==> src/rtl/tmr_chan_pkg.sv <==
package tmr_chan_pkg;

  typedef enum logic [2:0] {
    MD_INTERVAL    = 3'd0,
    MD_EVENT       = 3'd1,
    MD_CAPTURE     = 3'd2,
    MD_ONESHOT     = 3'd3,
    MD_CAP_ONESHOT = 3'd4
  } tmr_mode_e;

  typedef enum logic [2:0] {
    ST_OFF,
    ST_PEND,
    ST_RUN,
    ST_WAIT,
    ST_ARMED
  } tmr_state_e;

  typedef enum logic [2:0] {
    ACT_HOLD,
    ACT_LD_RLD,
    ACT_LD_ZERO,
    ACT_DEC,
    ACT_INC,
    ACT_CAP_ZERO,
    ACT_CAP_HOLD
  } tmr_act_e;

  function automatic tmr_mode_e mode_decode(input logic [2:0] code);
    case (code)
      3'd1:    return MD_EVENT;
      3'd2:    return MD_CAPTURE;
      3'd3:    return MD_ONESHOT;
      3'd4:    return MD_CAP_ONESHOT;
      default: return MD_INTERVAL;
    endcase
  endfunction

endpackage

==> src/rtl/tmr_rst_sync.sv <==
module tmr_rst_sync #(
  parameter int STAGES = 2
) (
  input  logic clk,
  input  logic rst_n,
  output logic rst_sync_n
);
  logic [STAGES-1:0] sync_q;

  always_ff @(posedge clk or negedge rst_n) begin
    if (!rst_n) sync_q <= '0;
    else        sync_q <= {sync_q[STAGES-2:0], 1'b1};
  end

  assign rst_sync_n = sync_q[STAGES-1];
endmodule

==> src/rtl/tmr_edge_det.sv <==
module tmr_edge_det (
  input  logic clk,
  input  logic rst_n,
  input  logic sig_in,
  output logic rise_o
);
  logic sig_q;

  always_ff @(posedge clk or negedge rst_n) begin
    if (!rst_n) sig_q <= 1'b0;
    else        sig_q <= sig_in;
  end

  assign rise_o = sig_in & ~sig_q;
endmodule

==> src/rtl/tmr_start_ctl.sv <==
module tmr_start_ctl
  import tmr_chan_pkg::*;
(
  input  logic       clk,
  input  logic       rst_n,
  input  logic       start_wr,
  input  logic       stop_wr,
  input  logic [2:0] mode_sel,
  input  logic       tick_en,
  input  logic       evt_in,
  input  logic       trig_rise,
  input  logic       cnt_zero,
  output tmr_act_e   act_o,
  output logic       irq_set_o,
  output logic       en_o
);
  tmr_state_e state_q, state_d;
  tmr_mode_e  mode_q, mode_d, mode_new;
  logic       en_q, en_d;

  assign mode_new = mode_decode(mode_sel);

  // next-state and action decode
  always_comb begin
    state_d   = state_q;
    mode_d    = mode_q;
    en_d      = en_q;
    act_o     = ACT_HOLD;
    irq_set_o = 1'b0;
    if (stop_wr) begin
      state_d = ST_OFF;
      en_d    = 1'b0;
    end else if (start_wr) begin
      en_d   = 1'b1;
      mode_d = mode_new;
      case (mode_new)
        MD_EVENT: begin
          act_o   = ACT_LD_RLD;
          state_d = ST_RUN;
        end
        MD_ONESHOT, MD_CAP_ONESHOT: state_d = ST_WAIT;
        default:                    state_d = ST_PEND;
      endcase
    end else begin
      case (state_q)
        ST_PEND: if (tick_en) begin
          act_o   = (mode_q == MD_INTERVAL) ? ACT_LD_RLD : ACT_LD_ZERO;
          state_d = ST_RUN;
        end
        ST_WAIT: if (trig_rise) state_d = ST_ARMED;
        ST_ARMED: if (tick_en) begin
          act_o   = (mode_q == MD_ONESHOT) ? ACT_LD_RLD : ACT_LD_ZERO;
          state_d = ST_RUN;
        end
        ST_RUN: begin
          case (mode_q)
            MD_INTERVAL: if (tick_en) begin
              act_o     = cnt_zero ? ACT_LD_RLD : ACT_DEC;
              irq_set_o = cnt_zero;
            end
            MD_EVENT: if (evt_in) begin
              act_o     = cnt_zero ? ACT_LD_RLD : ACT_DEC;
              irq_set_o = cnt_zero;
            end
            MD_CAPTURE: begin
              if (trig_rise) begin
                act_o     = ACT_CAP_ZERO;
                irq_set_o = 1'b1;
              end else if (tick_en) begin
                act_o = ACT_INC;
              end
            end
            MD_ONESHOT: if (tick_en) begin
              if (cnt_zero) begin
                irq_set_o = 1'b1;
                state_d   = ST_WAIT;
              end else begin
                act_o = ACT_DEC;
              end
            end
            MD_CAP_ONESHOT: begin
              if (trig_rise) begin
                act_o     = ACT_CAP_HOLD;
                irq_set_o = 1'b1;
                state_d   = ST_WAIT;
              end else if (tick_en) begin
                act_o = ACT_INC;
              end
            end
            default: ;
          endcase
        end
        default: ;
      endcase
    end
  end

  // state registers
  always_ff @(posedge clk or negedge rst_n) begin
    if (!rst_n) begin
      state_q <= ST_OFF;
      mode_q  <= MD_INTERVAL;
      en_q    <= 1'b0;
    end else begin
      state_q <= state_d;
      mode_q  <= mode_d;
      en_q    <= en_d;
    end
  end

  assign en_o = en_q;
endmodule

==> src/rtl/tmr_count_core.sv <==
module tmr_count_core
  import tmr_chan_pkg::*;
#(
  parameter int CNT_W = 16
) (
  input  logic             clk,
  input  logic             rst_n,
  input  tmr_act_e         act_i,
  input  logic             irq_set_i,
  input  logic [CNT_W-1:0] reload_val,
  output logic [CNT_W-1:0] cnt_o,
  output logic [CNT_W-1:0] cap_o,
  output logic             irq_o,
  output logic             zero_o
);
  localparam logic [CNT_W-1:0] ONE = CNT_W'(1);

  logic [CNT_W-1:0] cnt_q, cnt_d, cap_q;
  logic             cnt_we, cap_we, irq_q;

  always_comb begin
    cnt_d  = cnt_q;
    cnt_we = 1'b0;
    cap_we = 1'b0;
    case (act_i)
      ACT_LD_RLD:   begin cnt_d = reload_val;  cnt_we = 1'b1; end
      ACT_LD_ZERO:  begin cnt_d = '0;          cnt_we = 1'b1; end
      ACT_DEC:      begin cnt_d = cnt_q - ONE; cnt_we = 1'b1; end
      ACT_INC:      begin cnt_d = cnt_q + ONE; cnt_we = 1'b1; end
      ACT_CAP_ZERO: begin cnt_d = '0; cnt_we = 1'b1; cap_we = 1'b1; end
      ACT_CAP_HOLD: cap_we = 1'b1;
      default: ;
    endcase
  end

  always_ff @(posedge clk or negedge rst_n) begin
    if (!rst_n) begin
      cnt_q <= '0;
      cap_q <= '0;
      irq_q <= 1'b0;
    end else begin
      if (cnt_we) cnt_q <= cnt_d;
      if (cap_we) cap_q <= cnt_q;
      irq_q <= irq_set_i;
    end
  end

  assign cnt_o  = cnt_q;
  assign cap_o  = cap_q;
  assign irq_o  = irq_q;
  assign zero_o = (cnt_q == '0);
endmodule

==> src/rtl/tmr_chan_start.sv <==
module tmr_chan_start
  import tmr_chan_pkg::*;
#(
  parameter int CNT_W = 16
) (
  input  logic             clk,
  input  logic             rst_n,
  input  logic             tick_en,
  input  logic             start_wr,
  input  logic             stop_wr,
  input  logic [2:0]       mode_sel,
  input  logic [CNT_W-1:0] reload_val,
  input  logic             evt_in,
  input  logic             trig_in,
  output logic [CNT_W-1:0] cnt_val,
  output logic             chan_en,
  output logic [CNT_W-1:0] cap_val,
  output logic             irq
);
  logic     rst_sync_n, trig_rise, cnt_zero, irq_set;
  tmr_act_e act;

  tmr_rst_sync #(.STAGES(2)) i_rst_sync (
    .clk(clk), .rst_n(rst_n), .rst_sync_n(rst_sync_n)
  );

  tmr_edge_det i_trig_edge (
    .clk(clk), .rst_n(rst_sync_n), .sig_in(trig_in), .rise_o(trig_rise)
  );

  tmr_start_ctl i_ctl (
    .clk(clk), .rst_n(rst_sync_n), .start_wr(start_wr), .stop_wr(stop_wr),
    .mode_sel(mode_sel), .tick_en(tick_en), .evt_in(evt_in),
    .trig_rise(trig_rise), .cnt_zero(cnt_zero), .act_o(act),
    .irq_set_o(irq_set), .en_o(chan_en)
  );

  tmr_count_core #(.CNT_W(CNT_W)) i_core (
    .clk(clk), .rst_n(rst_sync_n), .act_i(act), .irq_set_i(irq_set),
    .reload_val(reload_val), .cnt_o(cnt_val), .cap_o(cap_val),
    .irq_o(irq), .zero_o(cnt_zero)
  );
endmodule

==> config.mk <==
export PLATFORM = sky130hd
export DESIGN_NAME = tmr_chan_start
export DESIGN_NICKNAME = d
export VERILOG_FILES = /design/src/rtl/tmr_chan_pkg.sv /design/src/rtl/tmr_rst_sync.sv /design/src/rtl/tmr_edge_det.sv /design/src/rtl/tmr_start_ctl.sv /design/src/rtl/tmr_count_core.sv /design/src/rtl/tmr_chan_start.sv
export SDC_FILE = /design/constraint.sdc
export NUM_CORES = 1
export LEC_CHECK = 0
export BUFFER_PORTS_ARGS = -buffer_cell sky130_fd_sc_hd__buf_4
export CAP_MARGIN = 10
export CORE_ASPECT_RATIO = 1.2
export CORE_MARGIN = 2
export CORE_UTILIZATION = 60
export DETAILED_ROUTE_END_ITERATION = 8
export PLACE_DENSITY = 0.92
export RECOVER_POWER = 25
export REMOVE_ABC_BUFFERS = 1
export SYNTH_ARGS = -nofsm -noshare
export SYNTH_HDL_FRONTEND = slang
export SYNTH_SLANG_ARGS = --single-unit
==> constraint.sdc <==
create_clock -name clk -period 3.6 [get_ports clk]
set_clock_uncertainty 0.15 [all_clocks]
set_input_delay 0.9 -clock clk [delete_from_list [all_inputs] [get_ports clk]]
set_output_delay 0.9 -clock clk [all_outputs]
set_load 0.01 [all_outputs]
==> impl_metrics.csv, run 1 <==
group,metric,value,unit
run_status,status,"did not finish",
run_status,stop_stage,"5_1_grt",
run_status,error_message,"[ERROR GRT-0116] Global routing finished with congestion. Check the congestion regions in the DRC Viewer.",
placement,dpl_cell_area,4020,um2
clock_tree,clk_path_buf_depth,2,
global_routing,grt_pass1_wl,27300,um
global_routing,grt_max_degree,42,
synthesis,ys_seq_elements,43,
synthesis,yosys_most_used_dff,"dfrtp_1",
synthesis,yosys_warnings,0,
synthesis,synth_edf_count,0,
floorplan,initial_core_util,0.633,
floorplan,io_pins,60,
floorplan,die_w,68.0,um
synthesis,syn-instance-count,308,
clock_tree,ctsHoldBuffers,0,
synthesis,netlist_top_cells_area,"dfrtp_1 (36%), ha_1 (7.2%), a22oi_1 (5.9%), o21ai_0 (4.2%), mux2_2 (3.4%)",
synthesis,synthArstFlopShare,1.00,
synthesis,synth_area,2950,um2
clock_tree,root_buffer,"clkbuf_8",
synthesis,yosysTopAreaCell,"dfrtp_1",
placement,port_buffers,59,
clock_tree,cts_buffers,5,
synthesis,synth_cell_type_count,63,
global_routing,grt_overflow,1,
placement,gp_congestion,0.949,
floorplan,dieHeight,80.8,um
global_routing,grt_use_total,0.687,
clock_tree,cts_max_level,2,
clock_tree,clock-sinks,43,
placement,placed_cells,494,
global_routing,first_global_vias,4712,
placement,dp_hpwl,7550,um
synthesis,seq_area_frac_synth,0.365,
floorplan,placementRows,27,
synthesis,postSynthAreaPerCell,9.58,um2
synthesis,yosys.area.top_type_share,0.365,
[cells in the mapped netlist (all sizes together) (2+ instances only)]
cell / instances
nand3: 7
a32oi: 3
a21oi: 13
and2: 5
or3: 3
nand3b: 3
nor4b: 2
dfrtp: 43
a31o: 2
nand2: 18
nand4b: 2
nor2b: 4
or2: 3
o31ai: 2
a22oi: 24
xnor2: 10
ha: 17
nand4: 2
inv: 9
nand2b: 5
nor3b: 3
nor3: 5
xor2: 6
a21o: 7
a211oi: 4
o21ai: 34
a31oi: 4
nor4: 6
buf: 9
clkbuf: 4
nor2: 14
mux2: 13
o21bai: 2
[per-layer routing]
metal  global-route usage  GRT overflow
met5                0.104             0
met4                0.624             1
met3                0.497             0
met2                0.886             0
met1                0.704             0
[through the flow]
| stage | setup WS (ps) | TNS [ps] | utilization | hold WS [ps] |
|---|---|---|---|---|
| floorplan | -803 | -4350 | - | 181 |
| global placement | -718 | -5380 | 0.862 | 185 |
| detailed placement | -1040 | -8620 | 0.862 | 194 |
| CTS | -78.0 | -212 | 0.961 | 207 |
[kinds of logic after synthesis]
group,synth area share
AO/OA/AOI/OAI,0.252
XOR/XNOR,0.0475
AND/OR/NAND/NOR,0.164
multiplexers,0.0530
adder cells (fa/ha/maj),0.0789
other,0.00127
buffers and inverters,0.0382
flip-flops,0.365
[what timing repair did]
item                       in CTS
hold endpoints to repair        0
pin swaps                      23
resized for setup              58
cloned                          1
setup buffers                  14
setup endpoints to repair      12
==> run 2: changes to the inputs <==
--- a/config.mk
+++ b/config.mk
@@ -7,11 +7,10 @@
 export LEC_CHECK = 0
 export BUFFER_PORTS_ARGS = -buffer_cell sky130_fd_sc_hd__buf_4
 export CAP_MARGIN = 10
-export CORE_ASPECT_RATIO = 1.2
 export CORE_MARGIN = 2
-export CORE_UTILIZATION = 60
+export CORE_UTILIZATION = 40
 export DETAILED_ROUTE_END_ITERATION = 8
-export PLACE_DENSITY = 0.92
+export PLACE_DENSITY_LB_ADDON = 0.15
 export RECOVER_POWER = 25
 export REMOVE_ABC_BUFFERS = 1
 export SYNTH_ARGS = -nofsm -noshare
==> impl_metrics.csv, run 2 <==
group,metric,value,unit
critical_path,crit_type,"input port to flop",
critical_path,arrival,3810,ps
global_routing,grt_pass1_wl,16500,um
sta,holdWs,205,ps
clock_tree,clock-sinks,43,
global_routing,first_global_vias,3227,
layout,register_area,1080,um2
sta,maxSlewHeadroom,-0.156,
route,routed_via_density,5.58,
clock_tree,root_buffer,"clkbuf_8",
clock_tree,insertion_delay,310,ps
synthesis,yosys.area.top_type_share,0.365,
route,wire_per_inst,18.9,um
sta,tightest_slew,1730,ps
synthesis,syn-instance-count,308,
critical_path,crit_required,3650,ps
power_and_ir_drop,leakage,2.25,nW
synthesis,synth_cell_type_count,63,
route,wl,10900,um
floorplan,core_area,7210,um2
critical_path,rr_worst_depth,15,
route,ant_nets,0,
clock_tree,cts_tree,"built",
synthesis,yosysTopAreaCell,"dfrtp_1",
synthesis,seq_area_frac_synth,0.365,
critical_path,reg2reg_slack,-130,ps
synthesis,ys_seq_elements,43,
route,vias,3219,
sta,setup_ws,-160,ps
sta,finalHoldViolations,0,
clock_tree,path_clk_slew,90,ps
run_status,failed_checks,"max-capacitance violations, max-slew violations, negative setup slack",
clock_tree,clk_path_buf_depth,2,
placement,dp_hpwl,6730,um
floorplan,dieHeight,89.9,um
synthesis,yosysMostFrequentCell,"dfrtp_1",
floorplan,placementRows,31,
synthesis,synthArstFlopShare,1.00,
synthesis,synth_adder_area_share,0.0789,
sta,timing.final.max_slew_violations,42,
critical_path,worst-path-max-fanout,7,
floorplan,initial_core_util,0.409,
layout,nNetsFinal,521,
clock_tree,cts_buffers,5,
layout,drive_gt1_frac,0.556,
global_routing,grt_use_total,0.253,
layout,layout_commonest_cell,"buf_4",
layout,antennaDiodeCount,0,
critical_path,critPathLaunchType,"input port",
global_routing,grt_max_degree,42,
layout,final_cell_mix,"buf_4 (163), dfrtp_1 (38), a22oi_1 (22)",
sta,finalSetupViolCount,6,
power_and_ir_drop,ir_drop,0.454,mV
route,drtPass1Iterations,5,
synthesis,synth_common_cells,"dfrtp_1 (43), o21ai_0 (25), a22oi_1 (23), nand2_1 (18), ha_1 (17)",
synthesis,synth-xor-area-share,0.0475,
sta,finalSetupTns,-489,ps
synthesis,synthSimpleGateAreaFrac,0.164,
hold_path,hold_class,"input port to async pin",
floorplan,fp.dieArea,8080,um2
layout,multiInputGateArea,2240,um2
synthesis,postSynthAreaPerCell,9.58,um2
sta,rsz0062_at_grt,"yes",
sta,fmax,266,MHz
run,maxCapViolCount,1,
route,first_iter_violations,166,
critical_path,end_kind,"flop",
placement,port_buffers,59,
global_routing,grt_overflow,0,
power_and_ir_drop,p_per_area,750,nW/um2
sta,fin_crit_sh,1.04,
synthesis,synth_area,2950,um2
synthesis,synth_edf_count,0,
sta,period_minus_slack,3760,ps
synthesis,synthMuxAreaShare,0.0530,
synthesis,yosys_warnings,0,
clock_tree,cts_max_level,2,
run_status,status,"finished, violations left",
synthesis,netlist_top_cells_area,"dfrtp_1 (36%), ha_1 (7.2%), a22oi_1 (5.9%), o21ai_0 (4.2%), mux2_2 (3.4%)",
route,drc,0,
synthesis,synth_compound_area_frac,0.252,
placement,gp_congestion,0.866,
floorplan,die_w,89.9,um
layout,area_delta_synth_final,67.2,%
floorplan,io_pins,60,
synthesis,synth_top_family_by_area,"compound AO/OA/AOI/OAI gates",
synthesis,yosys_most_used_dff,"dfrtp_1",
global_routing,antenna_found_initial,0,
layout,fill_cells,585,
## run 2: final cells by class
type	instances	area share
multi-input combinational	243	0.454
timing repair buffer	175	0.278
sequential	43	0.219
tap	99	0.0251
clock buffer	6	0.0147
inverter	9	0.00685
clock inverter	2	0.00254
## run 2: worst paths after layout
kind | startpoint | end
hold reg to reg | i_rst_sync.sync_q[0]$_DFF_PN0_ | i_rst_sync.sync_q[1]$_DFF_PN0_
max in group asynchronous | i_rst_sync.sync_q[1]$_DFF_PN0_ | i_ctl.mode_q[1]$_DFFE_PN0P_
setup reg to reg | i_ctl.state_q[0]$_DFFE_PN0P_ | i_core.cnt_o[15]$_DFFE_PN0P_
hold / removal | rst_n | i_rst_sync.sync_q[0]$_DFF_PN0_
min in group clk | i_rst_sync.sync_q[0]$_DFF_PN0_ | i_rst_sync.sync_q[1]$_DFF_PN0_
setup / recovery | start_wr | i_core.cnt_o[15]$_DFFE_PN0P_
## run 2: through the flow
step	area (um2)	setup slack [ps]	instances	power, W	utilization
2_1_floorplan	2870	-803	295	0.00168	-
3_3_place_gp	4110	-647	540	0.00252	0.569
3_5_place_dp	4110	-713	540	0.00255	0.569
4_1_cts	4570	-11.9	562	0.00320	0.633
5_1_grt	4930	-286	577	0.00392	0.684
6_report	4930	-160	577	0.00370	0.684
## run 2: worst max-delay path, cell delays in order
cell and delay (ps):
buf_4 130, or2_2 300, nor4b_1 250, o21ai_1 140, and2_4 180, nand2_4 80
buf_12 130, buf_12 130, ha_4 210, nor3_4 210, nor4_4 90, a221oi_4 370
o31ai_4 130, buf_4 170, a2111oi_4 290, o21ai_1 100
## run 2: what timing repair did
| item | in CTS | in global routing |
|---|---|---|
| resized for setup | 59 | 52 |
| setup endpoints to repair | 7 | 9 |
| buffers inserted | 14 | 16 |
| cloned | 1 | 0 |
| hold buffers | 0 | 0 |
| pin swaps | 20 | 29 |
## run 2: metal layers
metal  part of all wire  GRT usage  vias to the layer above
li1                   -          -                     1494
met1               0.41      0.333                     1594
met2               0.52      0.433                      114
met3              0.052     0.0377                       17
met4              0.017     0.0731                        0
met5                  0          0                        -
## run 2: cell families (layout without fill, tap and decap cells)
logic type / after synthesis / in the layout
flops: 43 / 43
fa+ha+maj: 18 / 18
mux: 14 / 14
simple gates: 87 / 87
other cells: 1 / 1
compound gates: 107 / 107
buf+inv: 22 / 192
xor+xnor: 16 / 16
## run 2: power by group
group	switching (W)	internal (W)	total (W)
Combinational	0.00131	0.00138	0.00269
Clock	0.000190	0.000136	0.000326
Sequential	0.0000970	0.000586	0.000683
Note: power is estimated with default switching activity, not from simulation.
==> run 3: changes to the inputs <==
--- a/config.mk
+++ b/config.mk
@@ -13,6 +13,7 @@
 export PLACE_DENSITY_LB_ADDON = 0.15
 export RECOVER_POWER = 25
 export REMOVE_ABC_BUFFERS = 1
+export SETUP_SLACK_MARGIN = 0.4
 export SYNTH_ARGS = -nofsm -noshare
 export SYNTH_HDL_FRONTEND = slang
 export SYNTH_SLANG_ARGS = --single-unit
==> constraint.sdc (replaced) <==
create_clock -name clk -period 3.6 [get_ports clk]
set_clock_uncertainty 0.15 [all_clocks]
set_input_delay 0.9 -clock clk [delete_from_list [all_inputs] [get_ports clk]]
set_output_delay 0.9 -clock clk [all_outputs]
set_load 0.05 [all_outputs]
==> impl_metrics.csv, run 3 (synthesis results as in run 2) <==
group,metric,value,unit
layout,final_util,0.708,
power_and_ir_drop,p_per_area,849,nW/um2
floorplan,core_area,7210,um2
sta,finalSetupViolCount,2,
clock_tree,cts_tree,"built",
power_and_ir_drop,pwr-share-clk,0.074,
route,wl,10900,um
layout,fill_cells,559,
power_and_ir_drop,intPower,0.00230,W
floorplan,io_pins,60,
critical_path,crit_type,"input port to flop",
global_routing,grt_overflow,0,
sta,period_minus_slack,3620,ps
floorplan,dieHeight,89.9,um
global_routing,first_global_vias,3326,
route,wire_per_inst,18.9,um
power_and_ir_drop,seq_power_share,0.159,
critical_path,critPathLaunchType,"input port",
sta,rsz0062_at_grt,"yes",
clock_tree,root_buffer,"clkbuf_8",
clock_tree,clk_path_buf_depth,2,
sta,tightest_slew,1730,ps
critical_path,arrival,3680,ps
clock_tree,cts_buffers,5,
critical_path,worst-path-max-fanout,7,
sta,timing.final.max_slew_violations,42,
critical_path,critPathBufInv,5,
global_routing,antenna_found_initial,0,
floorplan,initial_core_util,0.409,
layout,antennaDiodeCount,0,
global_routing,grt_max_degree,42,
sta,fmax,276,MHz
route,routed_via_density,5.54,
power_and_ir_drop,ir_drop,0.609,mV
sta,finalHoldViolations,0,
critical_path,end_kind,"flop",
layout,finalInstanceArea,5100,um2
sta,maxSlewHeadroom,-0.156,
layout,nNetsFinal,524,
route,ant_nets,0,
hold_path,hold_class,"input port to async pin",
sta,setup_ws,-23.4,ps
power_and_ir_drop,comb_power_share,0.767,
layout,area_delta_synth_final,73.0,%
floorplan,die_w,89.9,um
route,drtPass1Iterations,4,
layout,drive_gt1_frac,0.593,
run,maxCapViolCount,1,
layout,final_cell_mix,"buf_4 (163), dfrtp_1 (39), a22oi_1 (19)",
power_and_ir_drop,switching_power,0.00204,W
sta,fin_crit_sh,1.01,
clock_tree,cts_max_level,2,
clock_tree,insertion_delay,310,ps
critical_path,cp_slowest_stage_delay,260,ps
clock_tree,path_clk_slew,90,ps
sta,holdWs,206,ps
route,vias,3215,
placement,gp_congestion,0.866,
route,drc,0,
layout,layout_commonest_cell,"buf_4",
placement,dpl_cell_area,4110,um2
placement,port_buffers,59,
global_routing,grt_use_total,0.258,
floorplan,fp.dieArea,8080,um2
power_and_ir_drop,leakage,2.32,nW
run_status,failed_checks,"max-capacitance violations, max-slew violations, negative setup slack",
power_and_ir_drop,p_sw_frac,0.470,
critical_path,worst_path_dominant_cell_family,"compound AO/OA/AOI/OAI gates",
critical_path,cpMostUsedCell,"buf_4",
critical_path,crit_path_cell_trace,"buf_4 > nor2_4 > buf_4 > o211ai_2 > nand4b_1 > and2_4 > nand2_4 > buf_12 > buf_12 > buf_4 > ha_4 > a21oi_4 > a21oi_4 > nor2_4 > a31oi_4 > a211oi_2 > xnor2_1 > o221a_2",
critical_path,crit_required,3650,ps
critical_path,slowest_stage,"a211oi_2",
placement,dp_hpwl,6730,um
global_routing,grt_pass1_wl,16800,um
clock_tree,clock-sinks,43,
route,first_iter_violations,155,
run_status,status,"finished, violations left",
floorplan,placementRows,31,
-- run 3: routing by layer --
metal	wire length, um	GRT usage	up-vias
met3	462	0.0495	19
met4	214	0.0821	0
met1	4580	0.326	1602
li1	-	-	1503
met5	0	0	-
met2	5690	0.445	91
-- run 3: final cells by class --
| type | count | area (um2) | share of cell area |
|---|---|---|---|
| Sequential cell | 43 | 1080 | 0.212 |
| Timing Repair Buffer | 178 | 1410 | 0.276 |
| Tap cell | 99 | 124 | 0.0243 |
| Clock inverter | 2 | 12.5 | 0.00245 |
| Multi-Input combinational cell | 243 | 2370 | 0.464 |
| Clock buffer | 6 | 72.6 | 0.0142 |
| Inverter | 9 | 36.3 | 0.00711 |
-- run 3: metrics by stage --
step	std cells	power [W]	worst slack, ps	TNS, ps
floorplan	295	0.00197	-803	-4350
global placement	540	0.00282	-647	-3500
detailed placement	540	0.00286	-713	-4040
CTS	568	0.00371	34.4	0
global route	580	0.00458	-164	-764
finish	580	0.00433	-23.4	-38.4
-- run 3: timing repair --
action,4_1_cts,5_1_grt
pin swaps,31,36
hold buffers,0,0
gates cloned,1,0
resized for setup,88,53
setup endpoints to repair,12,12
setup buffers,19,12
-- run 3: worst paths after layout --
check | slack, ps | to | start | cells past startpoint
max | -20 | i_core.cnt_o[14]$_DFFE_PN0P_ | start_wr | 18
min | 210 | i_rst_sync.sync_q[0]$_DFF_PN0_ | rst_n | 1
max reg2reg | -20 | i_core.cnt_o[14]$_DFFE_PN0P_ | i_ctl.state_q[0]$_DFFE_PN0P_ | 16
min reg2reg | 210 | i_rst_sync.sync_q[1]$_DFF_PN0_ | i_rst_sync.sync_q[0]$_DFF_PN0_ | 0
max in group asynchronous | 1600 | i_ctl.mode_q[1]$_DFFE_PN0P_ | i_rst_sync.sync_q[1]$_DFF_PN0_ | 0
min in group clk | 210 | i_rst_sync.sync_q[1]$_DFF_PN0_ | i_rst_sync.sync_q[0]$_DFF_PN0_ | 0
-- run 3: power groups by stage --
stage	logic (W)	registers, W	clock network (W)
floorplan	0.000913	0.00105	0
global placement	0.00215	0.000677	0
detailed placement	0.00218	0.000679	0
CTS	0.00270	0.000675	0.000326
global route	0.00353	0.000702	0.000348
finish	0.00332	0.000691	0.000319
==> run 4: changes to the inputs <==
--- a/config.mk
+++ b/config.mk
@@ -14,6 +14,7 @@
 export RECOVER_POWER = 25
 export REMOVE_ABC_BUFFERS = 1
 export SETUP_SLACK_MARGIN = 0.4
+export SKIP_CTS_REPAIR_TIMING = 1
 export SYNTH_ARGS = -nofsm -noshare
 export SYNTH_HDL_FRONTEND = slang
 export SYNTH_SLANG_ARGS = --single-unit
==> impl_metrics.csv, run 4 (synthesis results as in run 2) <==
group,metric,value,unit
floorplan,placementRows,31,
route,wl,9680,um
layout,nNetsFinal,505,
critical_path,slowest_stage,"fa_2",
critical_path,worst_path_dominant_cell_family,"simple AND/OR/NAND/NOR gates",
critical_path,r2r-end,"i_core.cnt_o[14]$_DFFE_PN0P_",
sta,rsz0062_at_grt,"yes",
route,drc,0,
sta,fin_crit_sh,1.02,
clock_tree,cts_max_level,2,
floorplan,initial_core_util,0.409,
route,vias,3097,
placement,port_buffers,59,
run_status,failed_checks,"max-capacitance violations, max-slew violations, negative setup slack",
layout,stdcell_count,561,
placement,post-place-ws,-713,ps
critical_path,crit_type,"input port to flop",
sta,finalHoldViolations,0,
power_and_ir_drop,leakage,2.15,nW
power_and_ir_drop,ir_drop,0.577,mV
placement,placed_cells,540,
sta,holdWs,205,ps
clock_tree,cts_tree,"built",
sta,tightest_slew,1700,ps
critical_path,r2r_start,"i_ctl.state_q[2]$_DFFE_PN0P_",
critical_path,reg2reg_slack,-70,ps
global_routing,antenna_found_initial,0,
clock_tree,clk_path_buf_depth,2,
floorplan,dieHeight,89.9,um
clock_tree,clock-sinks,43,
critical_path,crit_cells,16,
sta,finalSetupTns,-151,ps
sta,period_minus_slack,3680,ps
layout,drive_gt1_frac,0.504,
sta,fmax,272,MHz
critical_path,crit_required,3650,ps
floorplan,io_pins,60,
global_routing,grt_use_total,0.228,
clock_tree,insertion_delay,300,ps
clock_tree,cts_buffers,5,
hold_path,hold_class,"flop to flop",
critical_path,rr_worst_depth,16,
floorplan,core_area,7210,um2
global_routing,grt_max_degree,42,
global_routing,grt_pass1_wl,15000,um
layout,antennaDiodeCount,0,
critical_path,worst-path-max-fanout,8,
route,first_iter_violations,183,
sta,timing.final.max_slew_violations,42,
route,ant_nets,0,
clock_tree,path_clk_slew,90,ps
placement,dp_hpwl,6730,um
layout,final_cell_mix,"buf_4 (152), dfrtp_1 (40), a22oi_1 (23)",
floorplan,die_w,89.9,um
route,routed_via_density,5.52,
layout,area_delta_synth_final,56.2,%
route,drtPass1Iterations,4,
layout,layout_commonest_cell,"buf_4",
critical_path,endpoint,"i_core.cnt_o[14]$_DFFE_PN0P_",
critical_path,critPathBufInv,3,
clock_tree,root_buffer,"clkbuf_8",
critical_path,crit_start,"start_wr",
placement,gp_congestion,0.866,
hold_path,min_path_cells,0,
global_routing,grt_overflow,0,
critical_path,end_kind,"flop",
critical_path,arrival,3730,ps
critical_path,cp_slowest_stage_delay,340,ps
power_and_ir_drop,p_per_area,790,nW/um2
route,wire_per_inst,17.3,um
global_routing,first_global_vias,2969,
sta,finalSetupViolCount,2,
floorplan,fp.dieArea,8080,um2
sta,setup_ws,-76.4,ps
critical_path,crit_path_cell_trace,"buf_4 > or2_2 > nor4b_2 > o21ai_1 > and2_4 > nand2_4 > buf_12 > inv_6 > fa_2 > nand3b_1 > a21oi_4 > nor2_4 > a31oi_4 > a211oi_2 > xnor2_1 > o221a_2",
layout,fill_cells,628,
critical_path,critPathLaunchType,"input port",
sta,maxSlewHeadroom,-0.136,
run,maxCapViolCount,1,
run_status,status,"finished, violations left",
[run 4: worst register-to-register path: cells and delay by family, from the launching register on]
kind	cells	cell delay, ps
simple gates	5	840
flops	1	500
buf+inv	3	340
fa+ha+maj	1	340
compound gates	6	1260
xor+xnor	1	140
[run 4: power breakdown]
group | switching [W] | internal [W] | total (W)
combinational | 0.00145 | 0.00119 | 0.00264
sequential | 0.0000931 | 0.000586 | 0.000679
clock | 0.000185 | 0.000136 | 0.000321
total | 0.00172 | 0.00192 | 0.00364
[run 4: routing by layer]
layer  track usage  up-vias  part of all wire
met5             0        -                 0
met4        0.0615        0             0.013
met3        0.0360       12             0.045
met2         0.367       88              0.50
met1         0.322     1531              0.44
li1              -     1466                 -
[run 4: layout make-up]
class | count | area [um2] | share of cell area
clock buffers | 6 | 72.6 | 0.0157
clock inverters | 2 | 12.5 | 0.00271
inverters | 9 | 38.8 | 0.00841
multi-input cells | 243 | 2060 | 0.446
flip-flops and latches | 43 | 1080 | 0.234
well taps | 99 | 124 | 0.0269
repair buffers | 159 | 1220 | 0.266
[run 4: stage by stage]
| step | utilization | instance area (um2) | power (W) |
|---|---|---|---|
| global placement | 0.569 | 4110 | 0.00282 |
| global route | 0.639 | 4610 | 0.00388 |
| CTS | 0.581 | 4190 | 0.00319 |
| floorplan | - | 2870 | 0.00197 |
| finish | 0.639 | 4610 | 0.00364 |
| detailed placement | 0.569 | 4110 | 0.00286 |
[run 4: worst min path at each step]
| stage | startpoint | endpoint | slack (ps) |
|---|---|---|---|
| 3_3_place_gp | i_rst_sync.sync_q[0]$_DFF_PN0_ | i_rst_sync.sync_q[1]$_DFF_PN0_ | 190 |
| 5_1_grt | rst_n | i_rst_sync.sync_q[0]$_DFF_PN0_ | 200 |
| 3_5_place_dp | i_rst_sync.sync_q[0]$_DFF_PN0_ | i_rst_sync.sync_q[1]$_DFF_PN0_ | 190 |
| 4_1_cts | rst_n | i_rst_sync.sync_q[1]$_DFF_PN0_ | 200 |
| 6_report | i_rst_sync.sync_q[0]$_DFF_PN0_ | i_rst_sync.sync_q[1]$_DFF_PN0_ | 200 |
| 2_1_floorplan | i_rst_sync.sync_q[0]$_DFF_PN0_ | i_rst_sync.sync_q[1]$_DFF_PN0_ | 180 |
